$ cat src/rtl/hg_serial_pkg.sv
package hg_serial_pkg;
  localparam int BYTE_W = 8;
  localparam int ADDR_W = 16;
  localparam int CNT_W  = BYTE_W + 1;
  localparam logic [3:0] BCAST_ID = 4'hF;

  typedef enum logic [3:0] {
    PH_IDLE, PH_CMD, PH_ADLO, PH_ADHI, PH_LEN, PH_SHORT,
    PH_WDATA, PH_ACK, PH_RDATA, PH_GAP, PH_SKIP
  } phase_t;

  typedef struct packed {
    logic       rd;
    logic       burst;
    logic       rst;
    logic       ext;
    logic [3:0] dev;
  } cmd_t;

  function automatic cmd_t cmd_split(input logic [BYTE_W-1:0] b);
    return cmd_t'(b);
  endfunction

  function automatic logic cmd_is_short(input cmd_t c);
    return c.burst & c.rst;
  endfunction

  function automatic logic cmd_is_reset(input cmd_t c);
    return ~c.burst & c.rst;
  endfunction

  function automatic logic [ADDR_W-1:0] addr_next(input logic [ADDR_W-1:0] a);
    return a + ADDR_W'(1);
  endfunction
endpackage

$ cat src/rtl/hg_line_sync.sv
module hg_line_sync #(
  parameter int               WIDTH  = 3,
  parameter int               STAGES = 2,
  parameter logic [WIDTH-1:0] INIT   = '1
) (
  input  logic             clk,
  input  logic             rst_n,
  input  logic [WIDTH-1:0] din,
  output logic [WIDTH-1:0] dout
);
  for (genvar g = 0; g < WIDTH; g++) begin : g_line
    logic [STAGES-1:0] chain;
    always_ff @(posedge clk or negedge rst_n) begin
      if (!rst_n) chain <= {STAGES{INIT[g]}};
      else        chain <= {chain[STAGES-2:0], din[g]};
    end
    assign dout[g] = chain[STAGES-1];
  end
endmodule

$ cat src/rtl/hg_short_decode.sv
module hg_short_decode (
  input  logic       clk,
  input  logic       rst_n,
  input  logic       stb,
  input  logic [2:0] code,
  output logic       soft_hold,
  output logic       pwr_on,
  output logic       pwr_off,
  output logic       as_enter,
  output logic       as_exit
);
  always_ff @(posedge clk or negedge rst_n) begin
    if (!rst_n) begin
      soft_hold <= 1'b0;
      pwr_on    <= 1'b0;
      pwr_off   <= 1'b0;
      as_enter  <= 1'b0;
      as_exit   <= 1'b0;
    end else begin
      pwr_on   <= 1'b0;
      pwr_off  <= 1'b0;
      as_enter <= 1'b0;
      as_exit  <= 1'b0;
      if (stb) begin
        case (code)
          3'b000:  soft_hold <= 1'b1;
          3'b111:  soft_hold <= 1'b0;
          3'b001:  pwr_on    <= 1'b1;
          3'b110:  pwr_off   <= 1'b1;
          3'b100:  as_enter  <= 1'b1;
          3'b011:  as_exit   <= 1'b1;
          default: ;
        endcase
      end
    end
  end
endmodule

$ cat src/rtl/hg_serial_engine.sv
module hg_serial_engine import hg_serial_pkg::*; #(
  parameter logic [3:0] DEV_ID = 4'h3
) (
  input  logic              clk,
  input  logic              rst_n,
  input  logic              s_clk,
  input  logic              s_frame_n,
  input  logic              s_dat,
  output logic              pull,
  output logic              reg_wr,
  output logic              reg_rd,
  output logic [ADDR_W-1:0] reg_addr,
  output logic [BYTE_W-1:0] reg_wdata,
  input  logic [BYTE_W-1:0] reg_rdata,
  output logic              dev_reset,
  output logic              short_stb,
  output logic [2:0]        short_code,
  output logic              ev_rise,
  output logic              frame_bcast
);
  logic              clk_prev;
  phase_t            ph, ph_n, after, after_n;
  logic [BYTE_W-1:0] sh, sh_n, tx;
  logic [2:0]        cnt, cnt_n;
  logic              c_rd, c_rd_n, c_burst, c_burst_n, c_ext, c_ext_n;
  logic [3:0]        c_dev, c_dev_n;
  logic [ADDR_W-1:0] addr, addr_n, op_addr_n;
  logic [CNT_W-1:0]  remain, remain_n;
  logic              tx_ok, tx_ok_n, pull_n;
  logic              wr_n, rd_n, drst_n, sstb_n, tx_shift;
  logic [BYTE_W-1:0] wdata_n;
  logic [2:0]        scode_n;
  logic              hdr_end;
  logic [ADDR_W-1:0] hdr_addr;
  logic [CNT_W-1:0]  hdr_cnt;

  assign ev_rise     = s_clk & ~clk_prev;
  assign frame_bcast = (ph != PH_IDLE) && (ph != PH_CMD) && (c_dev == BCAST_ID);

  wire [BYTE_W-1:0] byte_in   = {sh[BYTE_W-2:0], s_dat};
  wire              byte_done = (cnt == 3'd7);
  wire cmd_t        c_in      = cmd_split(byte_in);
  wire              uni       = (c_dev == DEV_ID);
  wire              bc        = (c_dev == BCAST_ID);

  always_comb begin
    ph_n = ph;  after_n = after;  sh_n = sh;  cnt_n = cnt;
    c_rd_n = c_rd;  c_burst_n = c_burst;  c_ext_n = c_ext;  c_dev_n = c_dev;
    addr_n = addr;  remain_n = remain;  tx_ok_n = tx_ok;  pull_n = pull;
    wr_n = 1'b0;  rd_n = 1'b0;  drst_n = 1'b0;  sstb_n = 1'b0;  tx_shift = 1'b0;
    op_addr_n = reg_addr;  wdata_n = reg_wdata;  scode_n = short_code;
    hdr_end = 1'b0;  hdr_addr = addr;  hdr_cnt = remain;
    if (ev_rise) begin
      if (s_frame_n) begin
        ph_n   = PH_IDLE;
        pull_n = 1'b0;
      end else begin
        case (ph)
          PH_IDLE: begin
            ph_n = PH_CMD;  cnt_n = 3'd0;  pull_n = 1'b0;
          end
          PH_CMD, PH_ADLO, PH_ADHI, PH_LEN, PH_SHORT, PH_WDATA: begin
            sh_n  = byte_in;
            cnt_n = cnt + 3'd1;
            if (byte_done) begin
              ph_n    = PH_ACK;
              pull_n  = uni;
              after_n = PH_SKIP;
              case (ph)
                PH_CMD: begin
                  c_rd_n = c_in.rd;  c_burst_n = c_in.burst;
                  c_ext_n = c_in.ext;  c_dev_n = c_in.dev;
                  pull_n = (c_in.dev == DEV_ID);
                  if (c_in.dev != DEV_ID && c_in.dev != BCAST_ID) begin
                    ph_n = PH_SKIP;
                  end else if (cmd_is_reset(c_in)) begin
                    drst_n = 1'b1;
                  end else if (cmd_is_short(c_in)) begin
                    after_n = PH_SHORT;
                  end else begin
                    after_n = PH_ADLO;
                  end
                end
                PH_ADLO: begin
                  addr_n = {{(ADDR_W-BYTE_W){1'b0}}, byte_in};
                  if (c_ext)        after_n = PH_ADHI;
                  else if (c_burst) after_n = PH_LEN;
                  else begin
                    hdr_end = 1'b1;  hdr_addr = addr_n;  hdr_cnt = CNT_W'(1);
                  end
                end
                PH_ADHI: begin
                  addr_n = {byte_in, addr[BYTE_W-1:0]};
                  if (c_burst) after_n = PH_LEN;
                  else begin
                    hdr_end = 1'b1;  hdr_addr = addr_n;  hdr_cnt = CNT_W'(1);
                  end
                end
                PH_LEN: begin
                  hdr_end = 1'b1;  hdr_addr = addr;  hdr_cnt = {1'b0, byte_in};
                end
                PH_SHORT: begin
                  sstb_n = 1'b1;  scode_n = byte_in[2:0];
                end
                default: begin
                  after_n = PH_WDATA;
                  if (remain != '0) begin
                    wr_n = 1'b1;  op_addr_n = addr;  wdata_n = byte_in;
                    addr_n = addr_next(addr);  remain_n = remain - CNT_W'(1);
                  end else begin
                    pull_n = 1'b0;
                  end
                end
              endcase
            end
          end
          PH_ACK: begin
            ph_n   = after;
            cnt_n  = 3'd0;
            pull_n = (after == PH_RDATA) ? ~tx[BYTE_W-1] : 1'b0;
          end
          PH_RDATA: begin
            cnt_n    = cnt + 3'd1;
            tx_shift = 1'b1;
            if (byte_done) begin
              ph_n    = PH_GAP;
              pull_n  = 1'b0;
              tx_ok_n = (remain != '0);
              if (remain != '0) begin
                rd_n = 1'b1;  op_addr_n = addr;
                addr_n = addr_next(addr);  remain_n = remain - CNT_W'(1);
              end
            end else begin
              pull_n = ~tx[BYTE_W-2];
            end
          end
          PH_GAP: begin
            cnt_n = 3'd0;
            if (tx_ok) begin
              ph_n = PH_RDATA;  pull_n = ~tx[BYTE_W-1];
            end else begin
              ph_n = PH_SKIP;   pull_n = 1'b0;
            end
          end
          default: pull_n = 1'b0;
        endcase
      end
    end
    if (hdr_end) begin
      remain_n = hdr_cnt;
      addr_n   = hdr_addr;
      if (!c_rd) begin
        after_n = PH_WDATA;
      end else if (bc || hdr_cnt == '0) begin
        after_n = PH_SKIP;
      end else begin
        after_n   = PH_RDATA;
        rd_n      = 1'b1;
        op_addr_n = hdr_addr;
        addr_n    = addr_next(hdr_addr);
        remain_n  = hdr_cnt - CNT_W'(1);
      end
    end
  end

  always_ff @(posedge clk or negedge rst_n) begin
    if (!rst_n) begin
      clk_prev <= 1'b1;  ph <= PH_IDLE;  after <= PH_SKIP;
      sh <= '0;  cnt <= '0;  tx <= '0;  tx_ok <= 1'b0;
      c_rd <= 1'b0;  c_burst <= 1'b0;  c_ext <= 1'b0;  c_dev <= '0;
      addr <= '0;  remain <= '0;  pull <= 1'b0;
      reg_wr <= 1'b0;  reg_rd <= 1'b0;  reg_addr <= '0;  reg_wdata <= '0;
      dev_reset <= 1'b0;  short_stb <= 1'b0;  short_code <= '0;
    end else begin
      clk_prev <= s_clk;  ph <= ph_n;  after <= after_n;
      sh <= sh_n;  cnt <= cnt_n;  tx_ok <= tx_ok_n;
      c_rd <= c_rd_n;  c_burst <= c_burst_n;  c_ext <= c_ext_n;  c_dev <= c_dev_n;
      addr <= addr_n;  remain <= remain_n;  pull <= pull_n;
      reg_wr <= wr_n;  reg_rd <= rd_n;  reg_addr <= op_addr_n;  reg_wdata <= wdata_n;
      dev_reset <= drst_n;  short_stb <= sstb_n;  short_code <= scode_n;
      if (reg_rd)        tx <= reg_rdata;
      else if (tx_shift) tx <= {tx[BYTE_W-2:0], 1'b0};
    end
  end
endmodule

$ cat src/rtl/hg_serial_guest.sv
module hg_serial_guest import hg_serial_pkg::*; #(
  parameter logic [3:0] DEV_ID      = 4'h3,
  parameter int         SYNC_STAGES = 2
) (
  input  logic              clk,
  input  logic              rst_n,
  input  logic              host_sclk,
  input  logic              host_frame_n,
  input  logic              host_sdata_in,
  output logic              host_sdata_pull,
  output logic              reg_wr,
  output logic              reg_rd,
  output logic [ADDR_W-1:0] reg_addr,
  output logic [BYTE_W-1:0] reg_wdata,
  input  logic [BYTE_W-1:0] reg_rdata,
  output logic              dev_reset,
  output logic              soft_reset_hold,
  output logic              power_on,
  output logic              power_off,
  output logic              antishock_enter,
  output logic              antishock_exit
);
  logic       s_sclk, s_frame_n, s_dat;
  logic       short_stb, ev_rise, frame_bcast;
  logic [2:0] short_code;

  hg_line_sync #(.WIDTH(3), .STAGES(SYNC_STAGES), .INIT(3'b111)) u_sync (
    .clk  (clk),
    .rst_n(rst_n),
    .din  ({host_sclk, host_frame_n, host_sdata_in}),
    .dout ({s_sclk, s_frame_n, s_dat})
  );

  hg_serial_engine #(.DEV_ID(DEV_ID)) u_engine (
    .clk        (clk),
    .rst_n      (rst_n),
    .s_clk      (s_sclk),
    .s_frame_n  (s_frame_n),
    .s_dat      (s_dat),
    .pull       (host_sdata_pull),
    .reg_wr     (reg_wr),
    .reg_rd     (reg_rd),
    .reg_addr   (reg_addr),
    .reg_wdata  (reg_wdata),
    .reg_rdata  (reg_rdata),
    .dev_reset  (dev_reset),
    .short_stb  (short_stb),
    .short_code (short_code),
    .ev_rise    (ev_rise),
    .frame_bcast(frame_bcast)
  );

  hg_short_decode u_short (
    .clk      (clk),
    .rst_n    (rst_n),
    .stb      (short_stb),
    .code     (short_code),
    .soft_hold(soft_reset_hold),
    .pwr_on   (power_on),
    .pwr_off  (power_off),
    .as_enter (antishock_enter),
    .as_exit  (antishock_exit)
  );
endmodule

$ cat config.mk
export PLATFORM = sky130hd
export DESIGN_NAME = hg_serial_guest
export DESIGN_NICKNAME = d
export VERILOG_FILES = /design/src/rtl/hg_serial_pkg.sv /design/src/rtl/hg_line_sync.sv /design/src/rtl/hg_short_decode.sv /design/src/rtl/hg_serial_engine.sv /design/src/rtl/hg_serial_guest.sv
export SDC_FILE = /design/constraint.sdc
export NUM_CORES = 1
export LEC_CHECK = 0
export ABC_AREA = 1
export BUFFER_PORTS_ARGS = -buffer_cell sky130_fd_sc_hd__clkbuf_2
export CORE_MARGIN = 1
export CORE_UTILIZATION = 61
export DETAILED_ROUTE_END_ITERATION = 10
export HOLD_SLACK_MARGIN = 0.15
export PLACE_DENSITY = 0.8
export SYNTH_ARGS = -nofsm -noshare
export SYNTH_HDL_FRONTEND = slang
export SYNTH_SLANG_ARGS = --single-unit
$ cat constraint.sdc
create_clock -name clk -period 3.4 [get_ports clk]
set_input_delay 0.68 -clock clk [delete_from_list [all_inputs] [get_ports clk]]
set_output_delay 0.68 -clock clk [all_outputs]
set_load 0.02 [all_outputs]
Word-level counts from Yosys, hierarchy flattened
Index checks and enable logic that the tools add are counted.
{"block": "op_classes", "n_bitwise": 9, "eq_ne": 29, "n_mux": 120, "n_addsub": 5, "n_reduce_logical": 34}
{"cell": "16-bit 2-to-1 mux", "count": 24}
{"cell": "9-bit 2-to-1 mux", "count": 15}
{"cell": "16-bit one-hot mux with 2 select lines", "count": 3}
{"cell": "4-bit 2-to-1 mux", "count": 15}
{"cell": "1-bit 2-to-1 mux", "count": 48}
{"cell": "16-bit one-hot mux with 3 select lines", "count": 1}
{"cell": "16-bit by 1-bit adder with 16-bit output, second input constant", "count": 2}
{"cell": "9-bit one-hot mux with 3 select lines", "count": 1}
{"cell": "4-bit one-hot mux with 5 select lines", "count": 1}
{"cell": "9-bit one-hot mux with 2 select lines", "count": 1}
{"cell": "6-bit AND reduction", "count": 3}
{"cell": "9-bit by 1-bit subtractor with 9-bit output, second input constant", "count": 2}
{"cell": "4-bit by 2-bit equality test with 1-bit output, second input constant", "count": 4}
{"cell": "4-bit by 3-bit equality test with 1-bit output, second input constant", "count": 4}
{"cell": "4-bit equality test, second input constant", "count": 4}
{"cell": "8-bit 2-to-1 mux", "count": 2}
{"cell": "4-bit one-hot mux with 4 select lines", "count": 1}
{"cell": "3-bit by 2-bit != test with 1-bit output, second input constant", "count": 5}
{"cell": "3-bit equality test, second input constant", "count": 4}
{"cell": "4-bit AND reduction", "count": 3}
{"cell": "2-bit nonzero test", "count": 6}
{"cell": "5-bit AND reduction", "count": 2}
{"cell": "9-bit logical NOT", "count": 1}
{"cell": "9-bit nonzero test", "count": 1}
{"cell": "other kinds (31)", "count": 44}
{"block": "totals", "input_bits": 13, "output_inout_bits": 33, "reg_bits": 103}

Depth between registers and ports, before layout
Gate-level depths: netlist of run 1.
{"block": "logic_depth", "depth_word": 12, "depth_mapped": 21, "mapped_depth_nobuf": 19}

Hierarchy
From an unflattened synthesis of run 1, not the netlist that was laid out.
{"block": "unflattened", "hier_cells": 965, "hier_area_um2": 6819.0}
{"mod": "hg_serial_engine", "seq_area_each_um2": 2306.0, "instances": 1, "area_each_um2": 6437.4, "cells_each": 935}
{"mod": "hg_short_decode", "seq_area_each_um2": 125.1, "instances": 1, "area_each_um2": 201.4, "cells_each": 21}
{"mod": "hg_line_sync", "seq_area_each_um2": 157.7, "instances": 1, "area_each_um2": 180.2, "cells_each": 9}

Least setup slack after synthesis of run 1
Ideal clock, no wire load.
{"block": "synth_timing", "path_type": "reg2reg", "start": "register u_engine.cnt[0]", "end": "register u_engine.addr[10]", "path_slack_ns": 0.632, "n_path_buf": 0, "t_arrival_ns": 2.640, "stages_incl_launch_ff": 17, "path_cell_list": "dfrtp_1 ha_1 ha_1 inv_1 nor3_2 nand2_1 o21ai_1 ha_1 inv_1 a21oi_1 nand3_1 nor2_1 inv_1 o21ai_0 nand3_1 nand2_1 o21ai_0"}
{"block": "synth_between", "elab_chain_len": 10, "elab_cells_between_ends": 26, "classes_between": "add/sub: 1; eq/ne: 5; mux: 15; reduce/logical: 5"}
{"element": "start, declared", "line_no": "hg_serial_engine.sv:24", "source": "logic [2:0] cnt, cnt_n;"}
{"element": "start signal, assigned", "line_no": "hg_serial_engine.sv:176", "source": "sh <= sh_n; cnt <= cnt_n; tx_ok <= tx_ok_n;"}
{"element": "3-bit equality test *", "line_no": "hg_serial_engine.sv:41", "source": "wire byte_done = (cnt == 3'd7);"}
{"element": "parallel branches: the longest is 9 deep, another holds 16-bit by 1-bit adder with 16-bit output"}
{"element": "end signal, assigned", "line_no": "hg_serial_engine.sv:178", "source": "addr <= addr_n; remain <= remain_n; pull <= pull_n;"}
{"element": "end, declared", "line_no": "hg_serial_engine.sv:27", "source": "logic [ADDR_W-1:0] addr, addr_n, op_addr_n;"}
Every way passes the cells marked *.
A chain may end at the register's enable or synchronous reset.

Worst setup path after layout of run 1
{"block": "layout_timing", "start": "register u_engine.cnt[0]", "end": "register u_engine.addr[12]"}
Same word-level chain as after synthesis.

==> results.tsv, run 1 <==
metric	value	unit
vias in the first global route	6260	
Tightest Hold Check Type	input port to async pin	
commonest non-fill, non-tap cells in the layout	211 x nand2_1, 126 x inv_1, 94 x dfrtp_1	
Clk pin slew, worst setup/hold paths	0.11	ns
post-DP HPWL	14.5	mm
Pre-antenna DRT Iters	7	
WP data required	3.68	ns
Power Density	427	mW/mm²
CTS Root Cell	clkbuf_8	
max incr delay on CP	0.38	ns
final worst-path cycle share	92.8	%
area of all sequential standard cells	0.00259	mm²
# fillers	925	
port buffer count	45	
area of the multi-input gates	0.00338	mm²
largest net degree at the start of global routing	70	
grt ovf	0	
core area	0.0104	mm²
Pins Over Slew Limit	0	
Net Count, Synth	944	
Clock Skew	0.0158	ns
P_int	0.00189	W
Initial Util	63.2	%
area grow syn2layout	10.5	%
CP startpoint kind	register	
Sw Pwr	0.00122	W
Clk Latency, worst-skew pair	0.39	ns
Peak Freq	317	MHz
Post-synth EDFFs	0	
Slew @ Worst Pin	1.02	ns
part of the power in registers	46.2	%
r2r endpoint	u_engine.addr[12]	
Slowest cell on crit path	dfrtp_1	
Comb pwr share	29.7	%
MaxCap Viol Count	0	
Die H	106	µm
status	completed	
Leak Pwr	3.60	nW
Crit Path Max Fanout	24	
Synth cell types	50	
Final Wtd Congestion	1.03	
WP data arrival	3.44	ns
# DRC	0	
Syn Area/Cell	7.13	µm²
GR Util All Layers	36.5	%
Yosys warning count	0	
total number of vias	6668	
reg2reg setup slack	0.25	ns
setup TNS	0	ns
initial antenna violation count	0	
number of buffers created by CTS	9	
CTS tree	built	
Die Width	106	µm
H-tree depth	3	
Synth Flop Type	dfrtp_1	
synthesized flop and latch total	103	
Setup-failing EPs final	0	
Tmin final	3.15	ns
peak supply drop	0.000352	V
# IOs	46	
Synth Instances	924	
Vias/cell	5.94	
CP Buf/Inv Count	4	
die area	0.0112	mm²
Fin. Hold Viols	0	
layout cell share with drive strength beyond 1	14.0	%
Crit path top cell by count	nand2_1	
ANT nets after route	0	
post-synthesis sequential area ratio	39.3	%
Setup CP Type	register to register	
drt wl/cell	17.3	µm
relative slew slack	31.6	%
sw frac	39.4	%
first-pass GRT wire length	31.8	mm
nature of the critical path endpoint	register	
Clk pwr share	24.1	%
Nets	1002	
row cnt	37	
routed wire length	19.4	mm
Initial DRC Count	682	
worst-case clock buffer depth	2	
final core occ	69.8	%
commonest non-fill, non-tap cell in the layout	nand2_1	
Mapped Area	0.00659	mm²
clock sinks	103	
ys async rst share	100	%
largest delay contributor family on the critical path	simple AND/OR/NAND/NOR gates	
ant diodes	0	
worst reg2reg path startpoint	u_engine.cnt[0]	
crit-path cells	ha_1, ha_4, clkinvlp_4, buf_4, nor2_8, nand2_1, o22ai_1, inv_1, ha_1, nand2_1, nor2_2, nand3_4, buf_6, nand2_1, nor2_1, nand3_1, nand3_1, a21oi_1	
worst reg-to-reg path cell count	18	
## power groups by stage
stage,Combinational (W),Sequential [W],Clock [W]
after floorplan,0.000608,0.00142,0
after global placement,0.000871,0.00145,0
after detailed placement,0.000879,0.00145,0
after CTS,0.000882,0.00143,0.000753
after global routing,0.00103,0.00145,0.000798
final,0.000923,0.00144,0.000750
## per-layer routing
metal	global-route usage, %	routed length [µm]	share of wire [%]
met5	0	0	0
met4	14.6	567	2.9
met3	7.17	1860	9.6
met2	55.4	8660	45
met1	51.5	8290	43
## registers in the layout, summed over array words and instances, names as in the netlist, 4 cells and up
| signal | flops |
|---|---|
| u_engine.c_dev | 4 |
| u_engine.reg_wdata | 8 |
| u_engine.reg_addr | 16 |
| u_engine.addr | 16 |
| u_engine.ph | 4 |
| u_engine.sh | 7 |
| u_engine.remain | 9 |
| u_engine.after | 4 |
| u_sync.g_line.chain | 6 |
| u_engine.tx | 8 |
## what timing repair did
action | 4_1_cts | 5_1_grt
setup endpoints to repair | 0 | 21
resized for setup | 0 | 7
buffers inserted | 0 | 4
hold buffers | 0 | 0
## final cells by class
type	instances	area share, %
Multi-Input combinational cell	659	46.5
Sequential cell	103	35.6
Clock inverter	6	0.705
Clock buffer	10	1.75
Inverter	139	7.22
Timing Repair Buffer	70	5.93
Tap cell	136	2.34
## metrics by stage
step           instances  setup WS (ns)  instance area, µm²  hold WS [ns]  total power [W]
2_1_floorplan        924          0.632                6590         0.345          0.00203
3_3_place_gp        1103          0.227                7030         0.346          0.00232
3_5_place_dp        1103          0.165                7030         0.348          0.00233
4_1_cts             1119          0.137                7210         0.244          0.00306
5_1_grt             1123       -0.00756                7280         0.268          0.00327
6_report            1123          0.246                7280         0.230          0.00311
## cells by family after synthesis
| group | count (synthesis) | synth area share (%) |
|---|---|---|
| AOI/OAI and AO/OA | 214 | 18.9 |
| xor gates and xnor gates | 8 | 1.06 |
| adders and majority gates | 7 | 1.33 |
| buffers and inverters | 162 | 9.80 |
| DFF | 103 | 39.3 |
| and+or+nand+nor | 430 | 29.6 |
## synth_stat cells, types with 7 or more instances
cell	count	area (µm²)
nand2_1	212	796
ha_1	7	87.6
inv_1	127	477
inv_2	12	45.0
a21oi_1	55	275
xor2_1	8	70.1
clkbuf_1	12	45.0
nor2_2	7	43.8
o211ai_1	10	75.1
nand3_1	69	345
o21ai_2	8	70.1
o22ai_1	13	81.3
o21ai_0	74	370
a31oi_1	8	50.1
nand4_1	21	131
dfrtp_1	94	2350
nor2_1	76	285
o21ai_1	15	75.1
a22oi_1	9	67.6
dfstp_2	9	236
nor3_1	25	125
## worst max-delay path by stage
stage | startpoint | endpoint | slack (ns) | cells past startpoint
2_1_floorplan | u_engine.cnt[0] | u_engine.addr[10] | 0.63 | 16
3_3_place_gp | u_engine.cnt[0] | u_engine.addr[10] | 0.23 | 16
3_5_place_dp | u_engine.cnt[0] | u_engine.addr[10] | 0.16 | 16
4_1_cts | u_engine.cnt[0] | u_engine.addr[10] | 0.14 | 16
5_1_grt | u_engine.ph[1] | u_engine.reg_addr[0] | -0.008 | 18
6_report | u_engine.cnt[0] | u_engine.addr[12] | 0.25 | 18
(Power assumes the default switching activity.)
==> run 2: changes to the inputs <==
--- a/config.mk
+++ b/config.mk
@@ -11,6 +11,7 @@
 export CORE_UTILIZATION = 61
 export DETAILED_ROUTE_END_ITERATION = 10
 export HOLD_SLACK_MARGIN = 0.15
+export MAX_ROUTING_LAYER = met4
 export PLACE_DENSITY = 0.8
 export SYNTH_ARGS = -nofsm -noshare
 export SYNTH_HDL_FRONTEND = slang
==> constraint.sdc (replaced) <==
create_clock -name clk -period 3.2 [get_ports clk]
set_input_delay 0.64 -clock clk [delete_from_list [all_inputs] [get_ports clk]]
set_output_delay 0.64 -clock clk [all_outputs]
set_load 0.02 [all_outputs]
==> run 2 against run 1 <==
Sequential share of layout area is 0.62 points lower. Count of clock-buffer cells in the layout is 1 lower. Final cell count is 1.3% higher. Clock skew is 0.0043 ns lower. Combinational power is 13% higher. Routed wire length is 2.4% higher. Core utilization is 1.3 points higher.
==> results.tsv, run 2 (synthesis results as in run 1) <==
metric	value	unit
status	completed	
CP startpoint kind	register	
Clk Latency, worst-skew pair	0.39	ns
worst-case clock buffer depth	2	
area of all sequential standard cells	0.00259	mm²
area grow syn2layout	12.6	%
final core occ	71.2	%
WP data required	3.46	ns
reg2reg setup slack	0.26	ns
die area	0.0112	mm²
row cnt	37	
Initial DRC Count	573	
worst reg-to-reg path cell count	19	
Final Wtd Congestion	1.02	
Pwr Total	0.00338	W
routed wire length	19.8	mm
r2r endpoint	u_engine.reg_addr[14]	
Post-Layout Cell Count	1138	
ANT nets after route	0	
largest net degree at the start of global routing	45	
grt ovf	0	
Die Width	106	µm
commonest non-fill, non-tap cells in the layout	210 x nand2_1, 126 x inv_1, 92 x dfrtp_1	
Leak Pwr	3.67	nW
commonest non-fill, non-tap cell in the layout	nand2_1	
worst reg2reg path startpoint	u_engine.ph[0]	
layout cell share with drive strength beyond 1	16.3	%
CTS Root Cell	clkbuf_8	
MaxCap Viol Count	0	
Pre-antenna DRT Iters	6	
biggest regs	u_engine.addr x16, u_engine.reg_addr x16, u_engine.remain x9	
WP data arrival	3.20	ns
Tightest Hold Check Type	input port to async pin	
GR Util All Layers	38.2	%
Clock Skew	0.0116	ns
setup TNS	0	ns
relative slew slack	53.1	%
# fillers	903	
core area	0.0104	mm²
number of buffers created by CTS	9	
Setup CP Type	register to register	
initial antenna violation count	0	
clock sinks	103	
Initial Util	63.2	%
nature of the critical path endpoint	register	
Vias/cell	5.91	
crit-path cells	inv_2, nor2_1, nand2_1, nand4_4, nand2_2, nor2_8, nand2_1, o22ai_1, inv_1, ha_1, nand2_1, nor2_4, nand3_4, nand2_4, nor2_4, inv_4, buf_4, nand2_1, o21ai_0	
Crit path top cell by count	nand2_1	
Slew @ Worst Pin	0.703	ns
hold_buf cts	0	
Slowest cell on crit path	dfrtp_1	
post-DP HPWL	15.0	mm
final worst-path cycle share	91.7	%
placed insts	1121	
first-pass GRT wire length	31.9	mm
area of the multi-input gates	0.00340	mm²
Tmin final	2.94	ns
Die H	106	µm
max incr delay on CP	0.46	ns
Nets	1017	
Power Density	456	mW/mm²
Peak Freq	341	MHz
port buffer count	45	
H-tree depth	3	
Final WS setup	0.264	ns
# DRC	0	
ant diodes	0	
total number of vias	6729	
# IOs	46	
drt wl/cell	17.4	µm
peak supply drop	0.000397	V
CTS tree	built	
dpl ws	0.164	ns
vias in the first global route	6365	
Pins Over Slew Limit	0	
Setup-failing EPs final	0	
Crit Path Max Fanout	28	
Fin. Hold Viols	0	
Clk pin slew, worst setup/hold paths	0.11	ns
-- run 2: cell types whose count changed in the layout (fill, tap and decap cells not counted), sizes merged --
cell	change
clkinv	-1
clkbuf	-1
buf	+15
inv	+2
-- run 2: worst max-delay path, delay by kind of cell, from the launching register on --
kind	cells	cell delay (ns)
compound gates	2	0.28
flops	1	0.46
simple gates	12	1.36
buf+inv	4	0.47
fa+ha+maj	1	0.22
-- run 2: final cells by class --
class	count	share of cell area (%)
Tap cell	136	2.30
Clock buffer	9	1.67
Inverter	139	7.07
Multi-Input combinational cell	659	45.9
Clock inverter	7	0.861
Timing Repair Buffer	85	7.22
Sequential cell	103	35.0
-- run 2: metal layers --
| metal | track usage, % | part of all wire (%) | up-vias |
|---|---|---|---|
| li1 | - | - | 3238 |
| met1 | 51.0 | 43 | 3095 |
| met2 | 57.7 | 45 | 341 |
| met3 | 5.64 | 8.8 | 55 |
| met4 | 17.9 | 3.4 | 0 |
| met5 | - | 0 | - |
-- run 2: how the worst max path moves through the flow --
stage                                         start               endpoint  slack, ns  cells after the start
final                                u_engine.ph[0]  u_engine.reg_addr[14]       0.26                     19
after global routing                 u_engine.ph[0]      u_engine.addr[10]    -0.0005                     19
after CTS                           u_engine.cnt[0]      u_engine.addr[10]       0.13                     17
after detailed placement             u_engine.ph[3]      u_engine.addr[10]       0.16                     18
after global placement    u_sync.g_line[2].chain[1]      u_engine.addr[10]       0.21                     15
after floorplan                     u_engine.cnt[0]      u_engine.addr[10]       0.43                     16
-- run 2: where the power goes --
group / internal [W] / leakage (nW) / switching (W) / total, W
Combinational: 0.000318 / 2.21 / 0.000721 / 0.00104
Clock: 0.000302 / 0.0956 / 0.000505 / 0.000807
Sequential: 0.00142 / 1.37 / 0.000117 / 0.00153
Total: 0.00203 / 3.67 / 0.00134 / 0.00338
-- run 2: per-stage QoR --
step                      area (µm²)  hold slack, ns
after floorplan                 6590           0.344
after global placement          7150           0.345
after detailed placement        7150           0.347
after CTS                       7340           0.265
after global routing            7410           0.289
final                           7410           0.232
-- run 2: what timing repair did --
item	in CTS	in global routing
buffers inserted	0	1
setup endpoints to repair	0	25
resized for setup	0	20
==> run 3: changes to the inputs <==
--- a/config.mk
+++ b/config.mk
@@ -8,11 +8,11 @@
 export ABC_AREA = 1
 export BUFFER_PORTS_ARGS = -buffer_cell sky130_fd_sc_hd__clkbuf_2
 export CORE_MARGIN = 1
-export CORE_UTILIZATION = 61
+export CORE_UTILIZATION = 66
 export DETAILED_ROUTE_END_ITERATION = 10
 export HOLD_SLACK_MARGIN = 0.15
 export MAX_ROUTING_LAYER = met4
-export PLACE_DENSITY = 0.8
+export PLACE_DENSITY = 0.86
 export SYNTH_ARGS = -nofsm -noshare
 export SYNTH_HDL_FRONTEND = slang
 export SYNTH_SLANG_ARGS = --single-unit
==> constraint.sdc (replaced) <==
create_clock -name clk -period 3.8 [get_ports clk]
set_input_delay 0.76 -clock clk [delete_from_list [all_inputs] [get_ports clk]]
set_output_delay 0.76 -clock clk [all_outputs]
set_load 0.02 [all_outputs]
==> run 3 against run 2 <==
Register-to-register slack improved by 0.03 ns. Final cell count decreased by 2.6%. Global-route usage grew 1.7 points. First-iteration DRC count decreased by 14%. Largest power group unchanged. Combinational power fell by 24%. Non-clock buffer count decreased by 27. Sequential share of layout area up 1.2 points.
==> results.tsv, run 3 (synthesis results as in run 1) <==
metric	value	unit
commonest non-fill, non-tap cells in the layout	212 x nand2_1, 127 x inv_1, 94 x dfrtp_1	
CTS Root Cell	clkbuf_8	
clock sinks	103	
Peak Freq	285	MHz
Sw Pwr	0.00107	W
peak supply drop	0.000398	V
Tightest Hold Check Type	register to register	
setup TNS	0	ns
number of buffers created by CTS	9	
GR Util All Layers	39.8	%
area grow syn2layout	8.70	%
worst-case clock buffer depth	2	
Power Density	383	mW/mm²
Leak Pwr	3.55	nW
total number of vias	6668	
# DRC	0	
Fin. Hold Viols	0	
P_int	0.00168	W
Tmin final	3.50	ns
CTS resizes	0	
CTS tree	built	
post-DP HPWL	14.4	mm
WP data required	4.10	ns
core area	0.00973	mm²
drt wl/cell	17.2	µm
Initial DRC Count	494	
Comb pwr share	28.7	%
Setup-failing EPs final	0	
Clock Skew	0.0101	ns
Initial Util	67.7	%
Hold Crit Start	u_sync.g_line[1].chain[0]	
die area	0.0104	mm²
r2r endpoint	u_engine.addr[8]	
Clk pwr share	24.3	%
Setup CP Type	register to register	
relative slew slack	33.0	%
Final Wtd Congestion	1.01	
worst reg2reg path startpoint	u_engine.ph[2]	
Die Width	102	µm
biggest regs	u_engine.addr x16, u_engine.reg_addr x16, u_engine.remain x9	
part of the power in registers	46.9	%
grt ovf	0	
first-pass GRT wire length	30.1	mm
sw frac	38.8	%
CP startpoint kind	register	
Vias/cell	6.02	
postcts setup bufs	0	
hold_buf cts	0	
Worst Hold Endpoint	u_sync.g_line[1].chain[1]	
Crit Path Max Fanout	24	
RSZ-0062 raised after global routing	false	
routed wire length	19.0	mm
Nets	990	
largest net degree at the start of global routing	104	
final core occ	73.6	%
initial antenna violation count	0	
Slew @ Worst Pin	1.00	ns
Pre-antenna DRT Iters	7	
Die H	102	µm
Pins Over Slew Limit	0	
nature of the critical path endpoint	register	
commonest non-fill, non-tap cell in the layout	nand2_1	
ANT nets after route	0	
port buffer count	45	
ant diodes	0	
# IOs	46	
Worst Hold Path Cells	0	
Clk pin slew, worst setup/hold paths	0.10	ns
layout cell share with drive strength beyond 1	12.7	%
WP data arrival	3.80	ns
reg2reg setup slack	0.30	ns
worst reg-to-reg path cell count	19	
MaxCap Viol Count	0	
H-tree depth	3	
status	completed	
vias in the first global route	5991	
Clk Latency, worst-skew pair	0.38	ns
final worst-path cycle share	92.2	%
row cnt	36	
[run 3: cell count changes in the layout (fill, tap and decap cells not counted), moves of 2 or more]
| cell | delta |
|---|---|
| clkbuf_8 | +2 |
| nor2_2 | -5 |
| nand4_2 | +2 |
| inv_8 | -3 |
| nand2_2 | -2 |
| nor2_1 | +6 |
| nand4_4 | -2 |
| buf_4 | -27 |
| nand2_1 | +2 |
| dfrtp_1 | +2 |
| dfrtp_2 | -2 |
[run 3: power by group through the flow]
| stage | sequential [W] | combinational (W) | clock, W |
|---|---|---|---|
| 6_report | 0.00129 | 0.000788 | 0.000667 |
| 5_1_grt | 0.00129 | 0.000864 | 0.000714 |
| 4_1_cts | 0.00128 | 0.000768 | 0.000669 |
| 3_5_place_dp | 0.00130 | 0.000763 | 0 |
| 3_3_place_gp | 0.00130 | 0.000766 | 0 |
| 2_1_floorplan | 0.00127 | 0.000544 | 0 |
[run 3: stage by stage]
step	power [W]	worst slack, ns	area (µm²)	hold WS [ns]	instances
detailed placement	0.00207	0.404	6970	0.351	1092
global placement	0.00206	0.517	6970	0.345	1092
finish	0.00274	0.295	7160	0.364	1108
global route	0.00287	0.00971	7160	0.365	1108
floorplan	0.00182	1.03	6590	0.345	924
CTS	0.00272	0.361	7160	0.365	1108
[run 3: how the worst max path moves through the flow]
stage	to	startpoint
3_5_place_dp	u_engine.addr[10]	u_engine.ph[2]
4_1_cts	u_engine.addr[8]	u_engine.ph[3]
2_1_floorplan	u_engine.addr[10]	u_engine.cnt[0]
3_3_place_gp	u_engine.addr[10]	u_engine.ph[3]
6_report	u_engine.addr[8]	u_engine.ph[2]
5_1_grt	u_engine.addr[10]	u_engine.ph[2]
[run 3: routing by layer]
layer | share of wire, % | GRT usage, %
met1 | 41 | 51.7
met2 | 46 | 60.5
met3 | 9.7 | 6.63
met4 | 3.3 | 20.3
met5 | 0 | -
[run 3: area by class of cell]
cell class | instances | area, µm²
Multi-Input combinational cell | 659 | 3350
Sequential cell | 103 | 2590
Fill cell | 811 | 2570
Inverter | 139 | 522
Timing Repair Buffer | 58 | 338
Tap cell | 133 | 166
Clock buffer | 11 | 151
Clock inverter | 5 | 41.3
[run 3: worst max-delay path: stages, from the launching register on]
cell and delay, ns:
dfrtp_1 0.45, nor2_4 0.18, nand2_1 0.20, nand4_2 0.34, nand2_2 0.27, nor2_8 0.22, nand2_1 0.09, o22ai_1 0.20
inv_1 0.09, ha_1 0.21, nand2_1 0.10, nor2_2 0.06, nand3_4 0.09, buf_4 0.26, nand2_1 0.18, nor2_1 0.18
nand2_1 0.07, nand3_1 0.08, nand2_1 0.05, o21ai_0 0.07
